--- config.mk ---
export PLATFORM = sky130hd
export DESIGN_NAME = pic_status_enc
export DESIGN_NICKNAME = d
export VERILOG_FILES = /design/src/rtl/pic_status_pkg.sv /design/src/rtl/pic_mask_reg.sv /design/src/rtl/pic_lowest_enc.sv /design/src/rtl/pic_status_enc.sv
export SDC_FILE = /design/constraint.sdc
export NUM_CORES = 1
export LEC_CHECK = 0
export ABC_AREA = 1
export ABC_CLOCK_PERIOD_IN_PS = 2210
export BUFFER_PORTS_ARGS = -buffer_cell sky130_fd_sc_hd__buf_4
export CAP_MARGIN = 10
export CELL_PAD_IN_SITES_DETAIL_PLACEMENT = 1
export CELL_PAD_IN_SITES_GLOBAL_PLACEMENT = 2
export CORE_MARGIN = 3
export CORE_UTILIZATION = 26
export DETAILED_ROUTE_END_ITERATION = 10
export PLACE_DENSITY_LB_ADDON = 0.1
export SETUP_SLACK_MARGIN = 0.15
export SYNTH_ARGS = -nofsm -noshare
export SYNTH_HDL_FRONTEND = slang
export SYNTH_SLANG_ARGS = --single-unit
--- constraint.sdc ---
create_clock -name clk_i -period 2.21 [get_ports clk_i]
set_clock_uncertainty 0.2 [all_clocks]
set_input_delay 0.442 -clock clk_i [delete_from_list [all_inputs] [get_ports clk_i]]
set_output_delay 0.442 -clock clk_i [all_outputs]
set_load 0.05 [all_outputs]
--- src/rtl/pic_status_pkg.sv ---
`timescale 1ns/1ps
package pic_status_pkg;
  localparam int CRIT_N = 4;
  localparam int MAIN_N = 17;
  localparam int PER_N  = 32;
  localparam int CRIT_IW = $clog2(CRIT_N);
  localparam int MAIN_IW = $clog2(MAIN_N);
  localparam int PER_IW  = $clog2(PER_N);
  localparam int CRIT_FLAG_BIT = 10;
  localparam int CRIT_IDX_LSB  = 8;
  localparam int MAIN_FLAG_BIT = 21;
  localparam int MAIN_IDX_LSB  = 16;
  localparam int PER_FLAG_BIT  = 29;
  localparam int PER_IDX_LSB   = 24;
  localparam int CRIT_PROMO_SRC = 2;
  localparam int MAIN_PROMO_SRC = 4;
  localparam int PER_CASCADE_SRC = 0;
  typedef enum logic [1:0] {
    MSEL_CRIT = 2'd0,
    MSEL_MAIN = 2'd1,
    MSEL_PER  = 2'd2,
    MSEL_SUB  = 2'd3
  } mask_sel_e;
endpackage

--- src/rtl/pic_mask_reg.sv ---
`timescale 1ns/1ps
module pic_mask_reg #(
  parameter int W = 4,
  parameter logic [W-1:0] RST_VAL = '0,
  parameter bit REVERSE = 1'b0
) (
  input  logic         clk_i,
  input  logic         rst_ni,
  input  logic         we_i,
  input  logic [W-1:0] wdata_i,
  output logic [W-1:0] en_o
);
  logic [W-1:0] mask_q;

  always_ff @(posedge clk_i or negedge rst_ni) begin
    if (!rst_ni)   mask_q <= RST_VAL;
    else if (we_i) mask_q <= wdata_i;
  end

  // source n maps to bit n, or to bit W-1-n when reversed; 1 disables
  generate
    if (REVERSE) begin : g_rev
      for (genvar n = 0; n < W; n++) begin : g_bit
        assign en_o[n] = ~mask_q[W-1-n];
      end
    end else begin : g_fwd
      assign en_o = ~mask_q;
    end
  endgenerate
endmodule

--- src/rtl/pic_lowest_enc.sv ---
`timescale 1ns/1ps
module pic_lowest_enc #(
  parameter int N  = 8,
  parameter int IW = $clog2(N)
) (
  input  logic [N-1:0]  req_i,
  output logic          valid_o,
  output logic [IW-1:0] idx_o
);
  always_comb begin
    idx_o = '0;
    for (int i = N - 1; i >= 0; i--) begin
      if (req_i[i]) idx_o = IW'(i);
    end
  end
  assign valid_o = |req_i;
endmodule

--- src/rtl/pic_status_enc.sv ---
`timescale 1ns/1ps
module pic_status_enc
  import pic_status_pkg::*;
#(
  parameter int SUB_N = 16,
  parameter logic [PER_N-1:0] PER_HI_SET = 32'h0000_0006,
  parameter logic [PER_N-1:0] PER_LO_SET = 32'h0000_0030,
  localparam int SUB_IW = $clog2(SUB_N)
) (
  input  logic              clk_i,
  input  logic              rst_ni,
  input  logic [CRIT_N-1:0] crit_req_i,
  input  logic [MAIN_N-1:0] main_req_i,
  input  logic [PER_N-1:0]  per_req_i,
  input  logic [SUB_N-1:0]  sub_req_i,
  input  logic              mask_we_i,
  input  logic [1:0]        mask_sel_i,
  input  logic [31:0]       mask_wdata_i,
  output logic [31:0]       status_o,
  output logic              sub_valid_o,
  output logic [SUB_IW-1:0] sub_idx_o
);
  logic [CRIT_N-1:0] crit_en;
  logic [MAIN_N-1:0] main_en;
  logic [PER_N-1:0]  per_en;
  logic [SUB_N-1:0]  sub_en;
  mask_sel_e sel;
  assign sel = mask_sel_e'(mask_sel_i);

  pic_mask_reg #(.W(CRIT_N), .RST_VAL({CRIT_N{1'b1}}), .REVERSE(1'b0)) u_crit_mask (
    .clk_i, .rst_ni, .we_i(mask_we_i && sel == MSEL_CRIT),
    .wdata_i(mask_wdata_i[CRIT_N-1:0]), .en_o(crit_en));
  pic_mask_reg #(.W(MAIN_N), .RST_VAL(17'h1_0fff), .REVERSE(1'b1)) u_main_mask (
    .clk_i, .rst_ni, .we_i(mask_we_i && sel == MSEL_MAIN),
    .wdata_i(mask_wdata_i[MAIN_N-1:0]), .en_o(main_en));
  pic_mask_reg #(.W(PER_N), .RST_VAL(32'h7fff_fc00), .REVERSE(1'b1)) u_per_mask (
    .clk_i, .rst_ni, .we_i(mask_we_i && sel == MSEL_PER),
    .wdata_i(mask_wdata_i[PER_N-1:0]), .en_o(per_en));
  pic_mask_reg #(.W(SUB_N), .RST_VAL({SUB_N{1'b1}}), .REVERSE(1'b0)) u_sub_mask (
    .clk_i, .rst_ni, .we_i(mask_we_i && sel == MSEL_SUB),
    .wdata_i(mask_wdata_i[SUB_N-1:0]), .en_o(sub_en));

  // sub-controller cascade
  logic              sub_any;
  logic [SUB_IW-1:0] sub_idx;
  pic_lowest_enc #(.N(SUB_N), .IW(SUB_IW)) u_sub_enc (
    .req_i(sub_req_i & sub_en), .valid_o(sub_any), .idx_o(sub_idx));

  // peripheral group, promoted classes take the index field first
  logic [PER_N-1:0] per_raw, per_pend, hi_pend, lo_pend, per_pick;
  always_comb begin
    per_raw = per_req_i;
    per_raw[PER_CASCADE_SRC] = per_req_i[PER_CASCADE_SRC] | sub_any;
  end
  assign per_pend = per_raw & per_en;
  assign hi_pend  = per_pend & PER_HI_SET;
  assign lo_pend  = per_pend & PER_LO_SET;
  assign per_pick = (|hi_pend) ? hi_pend : ((|lo_pend) ? lo_pend : per_pend);

  logic              per_any;
  logic [PER_IW-1:0] per_idx;
  pic_lowest_enc #(.N(PER_N), .IW(PER_IW)) u_per_enc (
    .req_i(per_pick), .valid_o(per_any), .idx_o(per_idx));

  logic [CRIT_N-1:0] crit_raw;
  logic [MAIN_N-1:0] main_raw;
  always_comb begin
    crit_raw = crit_req_i;
    crit_raw[CRIT_PROMO_SRC] = crit_req_i[CRIT_PROMO_SRC] | (|hi_pend);
    main_raw = main_req_i;
    main_raw[MAIN_PROMO_SRC] = main_req_i[MAIN_PROMO_SRC] | (|lo_pend);
  end

  logic               crit_any, main_any;
  logic [CRIT_IW-1:0] crit_idx;
  logic [MAIN_IW-1:0] main_idx;
  pic_lowest_enc #(.N(CRIT_N), .IW(CRIT_IW)) u_crit_enc (
    .req_i(crit_raw & crit_en), .valid_o(crit_any), .idx_o(crit_idx));
  pic_lowest_enc #(.N(MAIN_N), .IW(MAIN_IW)) u_main_enc (
    .req_i(main_raw & main_en), .valid_o(main_any), .idx_o(main_idx));

  logic [31:0] status_d;
  always_comb begin
    status_d = '0;
    status_d[CRIT_FLAG_BIT] = crit_any;
    status_d[CRIT_IDX_LSB +: CRIT_IW] = crit_idx;
    status_d[MAIN_FLAG_BIT] = main_any;
    status_d[MAIN_IDX_LSB +: MAIN_IW] = main_idx;
    status_d[PER_FLAG_BIT] = per_any;
    status_d[PER_IDX_LSB +: PER_IW] = per_idx;
  end

  always_ff @(posedge clk_i or negedge rst_ni) begin
    if (!rst_ni) begin
      status_o    <= '0;
      sub_valid_o <= 1'b0;
      sub_idx_o   <= '0;
    end else begin
      status_o    <= status_d;
      sub_valid_o <= sub_any;
      sub_idx_o   <= sub_idx;
    end
  end
endmodule

==> results.sh <==
export IMPL_status="complete, but fails checks"
export IMPL_violations="negative setup slack"
export IMPL_start_kind="flip-flop"
export IMPL_postRouteAntennaNets=0
export IMPL_fraction_of_the_yosys_area_taken_by_sequential_cells_pct=49.4
export IMPL_switchingPower_mw=1.90
export IMPL_core_region_area_um2=17400
export IMPL_die_h_um=140
export IMPL_synth_yosys_warnings=0
export IMPL_yosysTopAreaCell="dfstp_2"
export IMPL_static_leakage_power_nw=3.62
export IMPL_power_share_switching_pct=33.1
export IMPL_synth_area_top_cells="dfstp_2, dfrtp_1, nand2_1"
export IMPL_maxClockFrequency_mhz=374
export IMPL_timing_critical_path_required_ns=2.25
export IMPL_final_period_utilization_pct=121
export IMPL_ys_ff_latch=89
export IMPL_timing_critical_path_slowest_stage_cell="dfstp_2"
export IMPL_avgRoutedWirePerCell_um=14.4
export IMPL_number_of_enable_flip_flop_cells_after_synthesis=0
export IMPL_grt_usage_pct=15.5
export IMPL_numCtsBuffers=9
export IMPL_routed_wirelength_um=14800
export IMPL_clkPwrFrac_pct=28.6
export IMPL_final_critical_path_setup_slack_ns=-0.465
export IMPL_yosysMostFrequentCell="nand2_1"
export IMPL_floorplan_initialDensity_pct=26.7
export IMPL_max_stage_delay_ns=0.53
export IMPL_final_setup_fails=6
export IMPL_vdd_ir_drop_max_mv=0.373
export IMPL_drt_met1_wl_um=6170
export IMPL_globalplace_congestion=0.738
export IMPL_met3_length_um=601
export IMPL_power_report_internal_total_mw=3.85
export IMPL_critical_path_most_common_cell="nand2_1"
export IMPL_pwr_density_cell_nw_per_um2=833
export IMPL_area_growth_pct=48.7
export IMPL_dr_total_vias=4388
export IMPL_ios=143
export IMPL_numPortBuffers=125
export IMPL_end_kind="flip-flop"
export IMPL_synth_distinct_cells=28
export IMPL_clk_sink_count=89
export IMPL_hp_class="in2reg"
export IMPL_path_clk_slew_ns=0.07
export IMPL_routed_vias_inst=4.26
export IMPL_post_route_cells_drive_above_1_share_pct=41.4
export IMPL_die_area_um2=19500
export IMPL_insertedDiodeCount=0
export IMPL_firstDrtPassIters=4
export IMPL_synth_ff_type="dfstp_2"
export IMPL_crit_type="reg2reg"
export IMPL_drv_cap=0
export IMPL_finalHoldViolations=0
export IMPL_grt_pass1_vias=4893
export IMPL_placement_rows=48
export IMPL_cell_types_with_the_highest_counts_after_synthesis="nand2_1, inv_1, o21ai_0"
export IMPL_ctsHtreeMaxLevel=3
export IMPL_global_route_wire_length_before_repair_um=24000
export IMPL_rsz0062_at_grt="true"
export IMPL_die_x_um=140
export IMPL_placed_area_um2=6140
export IMPL_post_place_ws_ns=-0.420
export IMPL_synth_top_cell_area_share_pct=30.6
export IMPL_worstHoldStart="mask_wdata_i[31]"
export IMPL_worst_ep_arrival_time_ns=2.71
export IMPL_antenna_violations_before_repair=0
export IMPL_dp_final_hpwl_um=11300
export IMPL_clock_tree_from_tritoncts="yes"
export IMPL_final_nets=907
export IMPL_worst_pin_slew_ns=0.548
export IMPL_dp_cells=989
export IMPL_met2_wirelength_um=7800
export IMPL_grt_overflow_total=0
export IMPL_crit_path_start="u_per_mask.mask_q[30]"
export IMPL_rrSetupSlack_ns=-0.46
export IMPL_fin_crit_ns=2.67
export IMPL_synthesized_cell_area_um2=4640
export IMPL_drv_slew=0
export IMPL_fin_util_pct=39.7
export IMPL_stdcell_count=1031
export IMPL_worstPathMaxFanout=8
export IMPL_regToRegStartpoint="u_per_mask.mask_q[30]"
export IMPL_timing_slew_headroom_pct=63.5
export IMPL_remaining_drc_errors=0
export IMPL_largest_net_degree_at_the_start_of_global_routing=54
export IMPL_design_area_um2=6910
export IMPL_root_buffer_selected_by_cts="clkbuf_16"
export IMPL_share_comb_of_total_power_pct=33.8
export IMPL_power_frac_seq_pct=37.6
export IMPL_routed_top_layer="met4"
export IMPL_postSynthAreaPerCell_um2=7.69
export IMPL_initialDrtViolationCount=98
export IMPL_clkLatencyLatePin_ns=0.34
export IMPL_power_mw=5.75
export IMPL_syn_inst=604
export IMPL_synthArstFlopShare_pct=100
export IMPL_clock_path_buffers=2
==> worst paths after layout <==
path / end / cells past startpoint
worst max-delay path: status_o[24] / 31
worst min-delay path: u_per_mask.mask_q[31] / 2
worst max register to register: status_o[24] / 31
worst min register to register: u_per_mask.mask_q[3] / 2
max in group asynchronous: u_per_mask.mask_q[22] / 3
min in group asynchronous: sub_valid_o / 2
==> placed cells by master (no fill, tap or decap), types with 12 or more instances in the layout <==
cell	instances
buf_4	188
nand2_1	161
inv_1	109
o21ai_0	61
dfstp_2	54
nor2_1	42
dfrtp_1	35
conb_1	17
nand3_1	12
a21oi_1	12
==> what timing repair did <==
item                                    CTS  global route
endpoints found under the setup margin    6            10
pin swaps                                11            10
resized for setup                        39            19
hold buffers                              1             0
endpoints found under the hold margin    17             0
cloned                                    0             0
setup buffers                            18             7
==> state kept, by name, indices dropped and copies added (netlist names) <==
| name | flops |
|---|---|
| u_sub_mask.mask_q | 16 |
| sub_idx_o | 4 |
| u_crit_mask.mask_q | 4 |
| status_o | 15 |
| u_main_mask.mask_q | 17 |
| sub_valid_o | 1 |
| u_per_mask.mask_q | 32 |
==> worst max-delay path: cells and delay by family (launching register included) <==
kind / cells / cell delay [ns]
flops: 1 / 0.53
buf+inv: 2 / 0.09
simple gates: 29 / 1.76
==> power groups by stage <==
stage               logic, mW  clock network [mW]  registers [mW]
finish                   1.94                1.65            2.16
global route             2.17                1.78            2.20
CTS                      1.89                1.72            2.16
detailed placement       1.70                   0            2.18
global placement         1.66                   0            2.17
floorplan               0.838                   0            2.34
==> stage by stage <==
step	hold WS (ns)	TNS, ns
floorplan	-0.0536	-0.103
global placement	0.220	-1.32
detailed placement	0.222	-1.55
CTS	0.120	-1.96
global route	0.129	-3.17
finish	0.135	-2.21
==> cells by family after synthesis <==
logic type	synth area share, %
and+or+nand+nor	24.2
buffers and inverters	13.7
AOI/OAI and AO/OA	9.94
DFF	49.4
muxes	2.67
other	0.0808
==> metal layers <==
layer	vias up	track usage (%)
li1	2210	-
met1	2077	18.4
met2	87	28.3
met3	14	2.75
met4	0	4.95
met5	-	0
==> area by class of cell <==
type | count | area (um2)
Clock buffer | 11 | 233
Clock inverter | 5 | 80.1
Fill cell | 2116 | 10500
Inverter | 121 | 457
Multi-Input combinational cell | 380 | 1980
Sequential cell | 89 | 2290
Tap cell | 225 | 282
Timing Repair Buffer | 200 | 1580
(Power assumes the default switching activity.)
